--- src/rtl/cfgrd_pkg.sv ---
package cfgrd_pkg;
  localparam int DATA_W = 8;
  localparam int ADDR_W = 16;
  localparam int LOCK_W = 2;

  // Strobes from arming control to the datapath for one load.
  typedef struct packed {
    logic capture;   // a load is being answered this cycle
    logic selFuse;   // answer with the fuse byte
    logic selLock;   // answer with the lock word
    logic selBlank;  // answer with all ones
  } rbStrobe_t;
endpackage

--- src/rtl/cfgrd_arm_ctrl.sv ---
module cfgrd_arm_ctrl
  import cfgrd_pkg::*;
#(
  parameter int LOAD_WIN  = 3,
  parameter int STORE_WIN = 4,
  parameter int RDCFG_BIT = 3,
  parameter int SPEN_BIT  = 0,
  parameter logic [ADDR_W-1:0] FUSE_ADDR = 16'h0000,
  parameter logic [ADDR_W-1:0] LOCK_ADDR = 16'h0001
) (
  input  logic              clk,
  input  logic              rstN,
  input  logic              regWrEn,
  input  logic [DATA_W-1:0] regWrData,
  input  logic              loadReq,
  input  logic [ADDR_W-1:0] loadAddr,
  input  logic              storeStrobe,
  input  logic              eepromBusy,
  output rbStrobe_t         strobes
);
  localparam int CNT_W = $clog2((LOAD_WIN > STORE_WIN ? LOAD_WIN : STORE_WIN) + 1);
  localparam logic [CNT_W-1:0] LOAD_LAST  = CNT_W'(LOAD_WIN - 1);
  localparam logic [CNT_W-1:0] STORE_LAST = CNT_W'(STORE_WIN - 1);

  logic             armed;
  logic [CNT_W-1:0] loadAge;
  logic [CNT_W-1:0] storeAge;

  logic wrAccept, armReq, cfgLoad, loadExpire, storeExpire, endMode;

  assign wrAccept    = regWrEn && !eepromBusy;
  assign armReq      = wrAccept && regWrData[RDCFG_BIT] && regWrData[SPEN_BIT];
  assign cfgLoad     = armed && loadReq && !eepromBusy;
  assign loadExpire  = armed && !loadReq && (loadAge == LOAD_LAST);
  assign storeExpire = armed && !storeStrobe && (storeAge == STORE_LAST);
  assign endMode     = armed && (loadReq || storeStrobe || loadExpire || storeExpire);

  always_ff @(posedge clk) begin
    if (!rstN) begin
      armed    <= 1'b0;
      loadAge  <= '0;
      storeAge <= '0;
    end else if (wrAccept) begin
      armed    <= armReq;
      loadAge  <= '0;
      storeAge <= '0;
    end else if (endMode) begin
      armed    <= 1'b0;
      loadAge  <= '0;
      storeAge <= '0;
    end else if (armed) begin
      loadAge  <= loadAge + 1'b1;
      storeAge <= storeAge + 1'b1;
    end
  end

  always_comb begin
    strobes          = '0;
    strobes.capture  = loadReq;
    if (cfgLoad) begin
      strobes.selFuse  = (loadAddr == FUSE_ADDR);
      strobes.selLock  = (loadAddr == LOCK_ADDR);
      strobes.selBlank = (loadAddr != FUSE_ADDR) && (loadAddr != LOCK_ADDR);
    end
  end

  // the mode never outlives its load window
  assert_load_window_R2: assert property (@(posedge clk) disable iff (!rstN)
    armed |-> (loadAge < CNT_W'(LOAD_WIN)));

  // a load while armed releases the mode unless re-armed in the same cycle
  assert_release_on_load_R6: assert property (@(posedge clk) disable iff (!rstN)
    (armed && loadReq && !wrAccept) |=> !armed);

  // a store strobe while armed releases the mode
  assert_release_on_store_R7: assert property (@(posedge clk) disable iff (!rstN)
    (armed && storeStrobe && !wrAccept) |=> !armed);

  // a control write while busy cannot arm the mode
  assert_busy_blocks_arm_R8: assert property (@(posedge clk) disable iff (!rstN)
    (!armed && regWrEn && eepromBusy) |=> !armed);

  // arming only through an accepted write with both bits set
  assert_arm_source_R1: assert property (@(posedge clk) disable iff (!rstN)
    $rose(armed) |-> $past(regWrEn && !eepromBusy &&
                           regWrData[RDCFG_BIT] && regWrData[SPEN_BIT]));

  // at most one source chosen per load
  assert_onehot_select_R5: assert property (@(posedge clk) disable iff (!rstN)
    $onehot0({strobes.selFuse, strobes.selLock, strobes.selBlank}));
endmodule

--- src/rtl/cfgrd_datapath.sv ---
module cfgrd_datapath
  import cfgrd_pkg::*;
(
  input  logic              clk,
  input  logic              rstN,
  input  rbStrobe_t         strobes,
  input  logic [DATA_W-1:0] fuseLow,
  input  logic [LOCK_W-1:0] lockBits,
  input  logic [DATA_W-1:0] flashData,
  output logic [DATA_W-1:0] readData,
  output logic              readValid
);
  logic [DATA_W-1:0] lockWord;
  logic [DATA_W-1:0] nextData;

  // Lock word: cell levels in the low bits, ones above.
  for (genvar b = 0; b < DATA_W; b++) begin : g_lockWord
    if (b < LOCK_W) begin : g_cell
      assign lockWord[b] = lockBits[b];
    end else begin : g_fill
      assign lockWord[b] = 1'b1;
    end
  end

  always_comb begin
    if (strobes.selFuse)       nextData = fuseLow;
    else if (strobes.selLock)  nextData = lockWord;
    else if (strobes.selBlank) nextData = '1;
    else                       nextData = flashData;
  end

  always_ff @(posedge clk) begin
    if (!rstN) begin
      readData  <= '0;
      readValid <= 1'b0;
    end else begin
      readValid <= strobes.capture;
      if (strobes.capture) readData <= nextData;
    end
  end

  // valid follows a load by exactly one cycle
  assert_valid_latency_R10: assert property (@(posedge clk) disable iff (!rstN)
    strobes.capture |=> readValid);
  assert_valid_quiet_R10: assert property (@(posedge clk) disable iff (!rstN)
    !strobes.capture |=> !readValid);

  // a load with no readback select returns the flash byte
  assert_flash_pass_R9: assert property (@(posedge clk) disable iff (!rstN)
    (strobes.capture && !strobes.selFuse && !strobes.selLock && !strobes.selBlank)
      |=> (readData == $past(flashData)));
endmodule

--- src/rtl/cfgrd_top.sv ---
module cfgrd_top
  import cfgrd_pkg::*;
#(
  parameter int LOAD_WIN  = 3,
  parameter int STORE_WIN = 4
) (
  input  logic        clk,
  input  logic        rstN,
  input  logic        regWrEn,
  input  logic [7:0]  regWrData,
  input  logic        loadReq,
  input  logic [15:0] loadAddr,
  input  logic        storeStrobe,
  input  logic        eepromBusy,
  input  logic [7:0]  fuseLow,
  input  logic [1:0]  lockBits,
  output logic [15:0] flashAddr,
  input  logic [7:0]  flashData,
  output logic [7:0]  readData,
  output logic        readValid
);
  rbStrobe_t strobes;

  assign flashAddr = loadAddr;

  cfgrd_arm_ctrl #(
    .LOAD_WIN (LOAD_WIN),
    .STORE_WIN(STORE_WIN)
  ) ctrl_i (
    .clk        (clk),
    .rstN       (rstN),
    .regWrEn    (regWrEn),
    .regWrData  (regWrData),
    .loadReq    (loadReq),
    .loadAddr   (loadAddr),
    .storeStrobe(storeStrobe),
    .eepromBusy (eepromBusy),
    .strobes    (strobes)
  );

  cfgrd_datapath dp_i (
    .clk      (clk),
    .rstN     (rstN),
    .strobes  (strobes),
    .fuseLow  (fuseLow),
    .lockBits (lockBits),
    .flashData(flashData),
    .readData (readData),
    .readValid(readValid)
  );
endmodule

--- config.mk ---
export PLATFORM = sky130hd
export DESIGN_NAME = cfgrd_top
export DESIGN_NICKNAME = d
export VERILOG_FILES = /design/src/rtl/cfgrd_pkg.sv /design/src/rtl/cfgrd_arm_ctrl.sv /design/src/rtl/cfgrd_datapath.sv /design/src/rtl/cfgrd_top.sv
export SDC_FILE = /design/constraint.sdc
export NUM_CORES = 1
export LEC_CHECK = 0
export ABC_AREA = 1
export CORE_ASPECT_RATIO = 2
export CORE_UTILIZATION = 34
export DETAILED_ROUTE_END_ITERATION = 8
export HOLD_SLACK_MARGIN = 0.06
export PLACE_DENSITY = 0.9
export REMOVE_ABC_BUFFERS = 1
export SLEW_MARGIN = 10
export SYNTH_ARGS = -nofsm -noshare
export SYNTH_HDL_FRONTEND = slang
export SYNTH_SLANG_ARGS = --single-unit
--- constraint.sdc ---
create_clock -name clk -period 1.7 [get_ports clk]
set_clock_uncertainty 0.05 [all_clocks]
set_input_delay 0.34 -clock clk [delete_from_list [all_inputs] [get_ports clk]]
set_output_delay 0.34 -clock clk [all_outputs]
set_load 0.005 [all_outputs]
==> results of run 1 <==
-- state kept, by name (all words and copies together), names as in the netlist --
name	cells
ctrl_i.storeAge	3
ctrl_i.armed	1
dp_i.readValid	1
dp_i.readData	8
ctrl_i.loadAge	3
-- final timing paths --
path,startpoint,end,slack [ns]
max reg2reg,ctrl_i.storeAge[0]$_SDFFE_PP0P_,ctrl_i.storeAge[1]$_SDFFE_PP0P_,0.13
min,dp_i.readData[2]$_SDFFE_PN0P_,dp_i.readData[2]$_SDFFE_PN0P_,0.41
max,ctrl_i.storeAge[0]$_SDFFE_PP0P_,ctrl_i.storeAge[1]$_SDFFE_PP0P_,0.13
min reg2reg,dp_i.readData[2]$_SDFFE_PN0P_,dp_i.readData[2]$_SDFFE_PN0P_,0.41
-- placed cells by master, fill, tap and decap left out --
master / instances
a21oi_1: 6
and2_2: 1
buf_4: 5
clkbuf_8: 4
clkdlybuf4s50_1: 50
clkinv_1: 1
clkinv_2: 1
dfxtp_1: 16
dlygate4sd2_1: 16
ha_1: 4
inv_1: 15
mux2i_1: 1
nand2_1: 31
nand3_1: 2
nand3_4: 2
nand4_1: 4
nor2_1: 22
nor2_4: 1
nor2_8: 1
nor3_1: 4
o21ai_0: 8
o41ai_2: 1
xnor2_1: 3
-- power by group through the flow --
stage / Combinational [mW] / Clock (mW) / Sequential [mW]
final: 0.220 / 0.325 / 0.398
after global placement: 0.233 / 0 / 0.406
after detailed placement: 0.236 / 0 / 0.406
after global routing: 0.240 / 0.359 / 0.399
after CTS: 0.223 / 0.335 / 0.398
after floorplan: 0.0460 / 0 / 0.408
-- layout make-up --
type                            count  area, µm²  share of cell area, %
Tap cell                           29       36.3                   2.19
Multi-Input combinational cell     91        500                   30.2
Sequential cell                    16        320                   19.3
Timing Repair Buffer               71        678                   41.0
Clock buffer                        4       55.1                   3.33
Inverter                           17       65.1                   3.93
-- metal layers --
| layer | up-vias | part of all wire [%] | global-route usage, % |
|---|---|---|---|
| met5 | - | 0 | 0 |
| met4 | 0 | 0 | 2.00 |
| li1 | 549 | - | - |
| met2 | 40 | 56 | 28.7 |
| met1 | 449 | 37 | 16.0 |
| met3 | 0 | 6.1 | 2.51 |
-- kinds of logic after synthesis --
| group | count (synthesis) | share of synthesized area, % |
|---|---|---|
| AO/OA/AOI/OAI | 15 | 8.39 |
| XOR/XNOR | 3 | 2.56 |
| adder cells (fa/ha/maj) | 4 | 4.87 |
| buffers and inverters | 35 | 20.2 |
| flip-flops | 16 | 31.1 |
| multiplexers | 1 | 0.973 |
| AND/OR/NAND/NOR | 68 | 31.9 |
-- worst max-delay path, cell delays in order (launching register included) --
cell	delay, ns
dfxtp_1	0.32
ha_1	0.20
ha_1	0.19
o41ai_2	0.32
nand3_1	0.26
nor2_1	0.16
-- timing repair --
action                                  4_1_cts  5_1_grt
endpoints found under the setup margin       16        0
endpoints found under the hold margin         0        0
resized for setup                            16        0
==> metrics, run 1 <==
final setup fails=0; Synth area leader=dfxtp_1; vias per inst=~4.6; max cap viols=0; remaining antenna violation count after routing=0; vias in the first global route=959; CTS Hold Buffers Added=0; worst skew pair latency=0.24 ns; combinational power share=23.3%; Crit. End Element=register; H-tree depth=1; top post-synthesis cells by count=nand2_1, nor2_1, buf_4, dfxtp_1, inv_1; synthesized area per cell=7.24 µm²; Clock Sink Count=16; FF-to-FF path depth=5; post-synthesis cell area=0.00103 mm²; post-route minimum period=1.57 ns; Initial DRC Count=24; synth warn=0; number of flops mapped to enable cells by yosys=0; Final Hold Violating Endpoints=0; unrepaired setup endpoints after global routing=no; total wire length=between 2000 and 2500 µm; sw power=0.201 mW; Slew HR=81.0%; Area contributors post-synth=dfxtp_1, buf_4, nand2_1; Initial Utilization=36.7%; Setup Buffers After CTS=0; Max clock buf depth=2; gate count of the mapped netlist=142; count leader, synth=nand2_1; Non-Filler Instances=228; dpl hpwl=a little over 2000 µm; crit path max fanout=6; IO buf count=66; die width=about 40 µm; Distinct cells, synth=21; Final Power=0.942 mW; die area=~0.0033 mm²; chip height=79.8 µm; largest net degree at the start of global routing=10; Post-Place Setup Slack=-0.125 ns; WP data required=roughly 1.8 ns; setup TNS=0 ns; drt first pass iters=4; predominant post-synthesis flop cell=dfxtp_1; Slew Limit Fails=0; Seq/Total Area, Yosys=between 30% and 40%; TritonCTS Buffers=3; final hold slack=between 0.4 and 0.5 ns; first-pass GRT wire length=3640 µm; switching share of power=a little over a fifth; GRT Total Usage=15.2%; GRT overflow=0; Clk network pwr share=approximately 35%; Cells after DPL=224; path type of the worst setup path=register to register; hold path depth=2; Worst setup SP type=register; antenna violations before repair=0; PwrDens=569 mW/mm²; clock root buffer=clkbuf_8; Post-synth ARST share=0%; fmax=0.636 GHz; CTS tree=built; Hold WC Path Type=register to register; Clock transition at path regs=0.06 ns; slew of the pin with the lowest slew margin=0.282 ns; peak supply drop=0.431 mV; drt drc=0; Worst Setup Slack, final=0.127 ns; Area growth, synth to finish=60.9%; status=complete, no violations; Util after Layout=59.0%; Post-DP Area=0.00162 mm²; average wire per standard cell=10.3 µm; Design Area, Final=0.00166 mm²; # diodes=0; crit path DAT=~1.7 ns; Int Power=about 0.74 mW; Yosys top cell area share=31.1%; Leak=0.739 nW; core area=approximately 0.0028 mm²; Ports=73; DR vias=1038; fin nets=252; share of cells above drive strength 1=under 10%; flops & latches, synth=16; register share of total power=about 42%; Std-Cell Rows=27; final-layout fill cell count=255; fin crit share=92.5%; gpl congestion=roughly 0.73
No activity file was read; power rests on OpenSTA's default activity.
==> run 2, diff against run 1 <==
- CORE_MARGIN: not set -> 2
- SKIP_LAST_GASP: not set -> 1
==> run 2 against run 1 <==
Against the previous run: combinational power is essentially flat; global-route usage up 0.94 points; fmax down 0.11%; clock power rose by 2%; critical path type unchanged; critical endpoint unchanged; largest cell class unchanged.
==> metrics, run 2 (synthesized netlist as in run 1, its figures left out) <==
total wire length=2550 µm; path type of the worst setup path=register to register; GRT Total Usage=between 10% and 20%; final hold slack=0.415 ns; switching share of power=22.0%; crit path max fanout=6; max cap viols=0; Max clock buf depth=2; Setup Buffers After CTS=0; Leak=0.741 nW; DR vias=1045; Crit. End Element=register; Slew Limit Fails=0; Ports=73; IO buf count=66; drt first pass iters=4; Final Hold Violating Endpoints=0; GRT overflow=0; clock root buffer=clkbuf_8; largest net degree at the start of global routing=10; Worst Setup Slack, final=0.125 ns; sequential cell area=320 µm²; drt drc=0; CTS tree=built; Std-Cell Rows=28; peak supply drop=0.481 mV; Top Registers=dp_i.readData: 8 flops, ctrl_i.loadAge: 3 flops, ctrl_i.storeAge: 3 flops; Slew HR=75.8%; final-layout fill cell count=about 270; gpl congestion=0.804; most common cell after layout, fill and taps aside=clkdlybuf4s50_1; PwrDens=572 mW/mm²; worst skew pair latency=0.24 ns; remaining antenna violation count after routing=0; # diodes=0; Area growth, synth to finish=61.6%; average wire per standard cell=about 11 µm; Hold WC Path Type=register to register; fin crit share=92.6%; final setup fails=0; post-route minimum period=about 1.6 ns; Clock Sink Count=16; Clk network pwr share=between 30% and 40%; R2R setup slack=0.13 ns; share of cells above drive strength 1=between 8 and 9%; first-pass GRT wire length=about 4500 µm; Initial DRC Count=27; Initial Utilization=between 30% and 40%; Worst setup SP type=register; slew of the pin with the lowest slew margin=0.359 ns; fmax=0.635 GHz; die width=42.9 µm; Int Power=approximately 0.74 mW; crit path DAT=1.70 ns; CTS Hold Buffers Added=0; TritonCTS Buffers=3; vias per inst=4.56; WP data required=1.83 ns; H-tree depth=1; unrepaired setup endpoints after global routing=no; status=complete, no violations; register share of total power=between 40% and 50%; multi-input logic area=505 µm²; antenna violations before repair=0; Final Power=0.951 mW; fin nets=~250; dpl hpwl=2120 µm; max reg flops=8; Post-CTS Resized=16; Clock transition at path regs=0.06 ns; core area=between 0.002 and 0.003 mm²; chip height=81.8 µm; largest register by flop count=dp_i.readData; combinational power share=23.4%; sw power=0.209 mW; Post-Place Setup Slack=-0.0934 ns; die area=0.00351 mm²; commonest non-fill, non-tap cells in the layout=clkdlybuf4s50_1, nand2_1, nor2_1, dfxtp_1, dlygate4sd2_1; vias in the first global route=1129
run 2: worst max-delay path: stages (launching register included):
cell and delay [ns]:
dfxtp_1 0.32, ha_1 0.21, ha_1 0.19, o41ai_2 0.38
nand3_2 0.21, nor2_1 0.14
run 2: worst paths after layout:
kind	depth (start not counted)	from	endpoint
worst max-delay path	5	ctrl_i.storeAge[0]$_SDFFE_PP0P_	ctrl_i.storeAge[1]$_SDFFE_PP0P_
worst min-delay path	2	dp_i.readData[2]$_SDFFE_PN0P_	dp_i.readData[2]$_SDFFE_PN0P_
worst max register to register	5	ctrl_i.storeAge[0]$_SDFFE_PP0P_	ctrl_i.storeAge[1]$_SDFFE_PP0P_
worst min register to register	2	dp_i.readData[2]$_SDFFE_PN0P_	dp_i.readData[2]$_SDFFE_PN0P_
run 2: through the flow:
step	setup TNS (ns)	cell area (µm²)	util, %	cells
6_report	0	1660	57.1	229
5_1_grt	0	1660	57.1	229
4_1_cts	0	1660	57.0	229
3_5_place_dp	-1.20	1620	55.8	225
3_3_place_gp	-0.784	1620	55.8	225
2_1_floorplan	0	886	-	124
run 2: layout make-up:
class / instances / share of cell area, %
tap: 30 / 2.26
multi-input combinational: 91 / 30.4
sequential: 16 / 19.3
timing repair buffer: 71 / 40.8
inverter: 17 / 3.92
clock buffer: 4 / 3.31
run 2: power by group through the flow:
stage / clock, mW / combinational (mW) / sequential [mW]
floorplan: 0 / 0.0460 / 0.408
global placement: 0 / 0.233 / 0.406
detailed placement: 0 / 0.237 / 0.406
CTS: 0.342 / 0.224 / 0.398
global route: 0.358 / 0.243 / 0.399
finish: 0.331 / 0.222 / 0.397
run 2: per-layer routing:
| layer | wire length [µm] | global-route usage [%] | vias to the layer above | part of all wire (%) |
|---|---|---|---|---|
| li1 | - | - | 545 | - |
| met1 | 917 | 15.9 | 457 | 36 |
| met2 | 1440 | 31.7 | 39 | 56 |
| met3 | 166 | 2.86 | 4 | 6.5 |
| met4 | 23 | 6.25 | 0 | 0.90 |
| met5 | 0 | 0 | - | 0 |
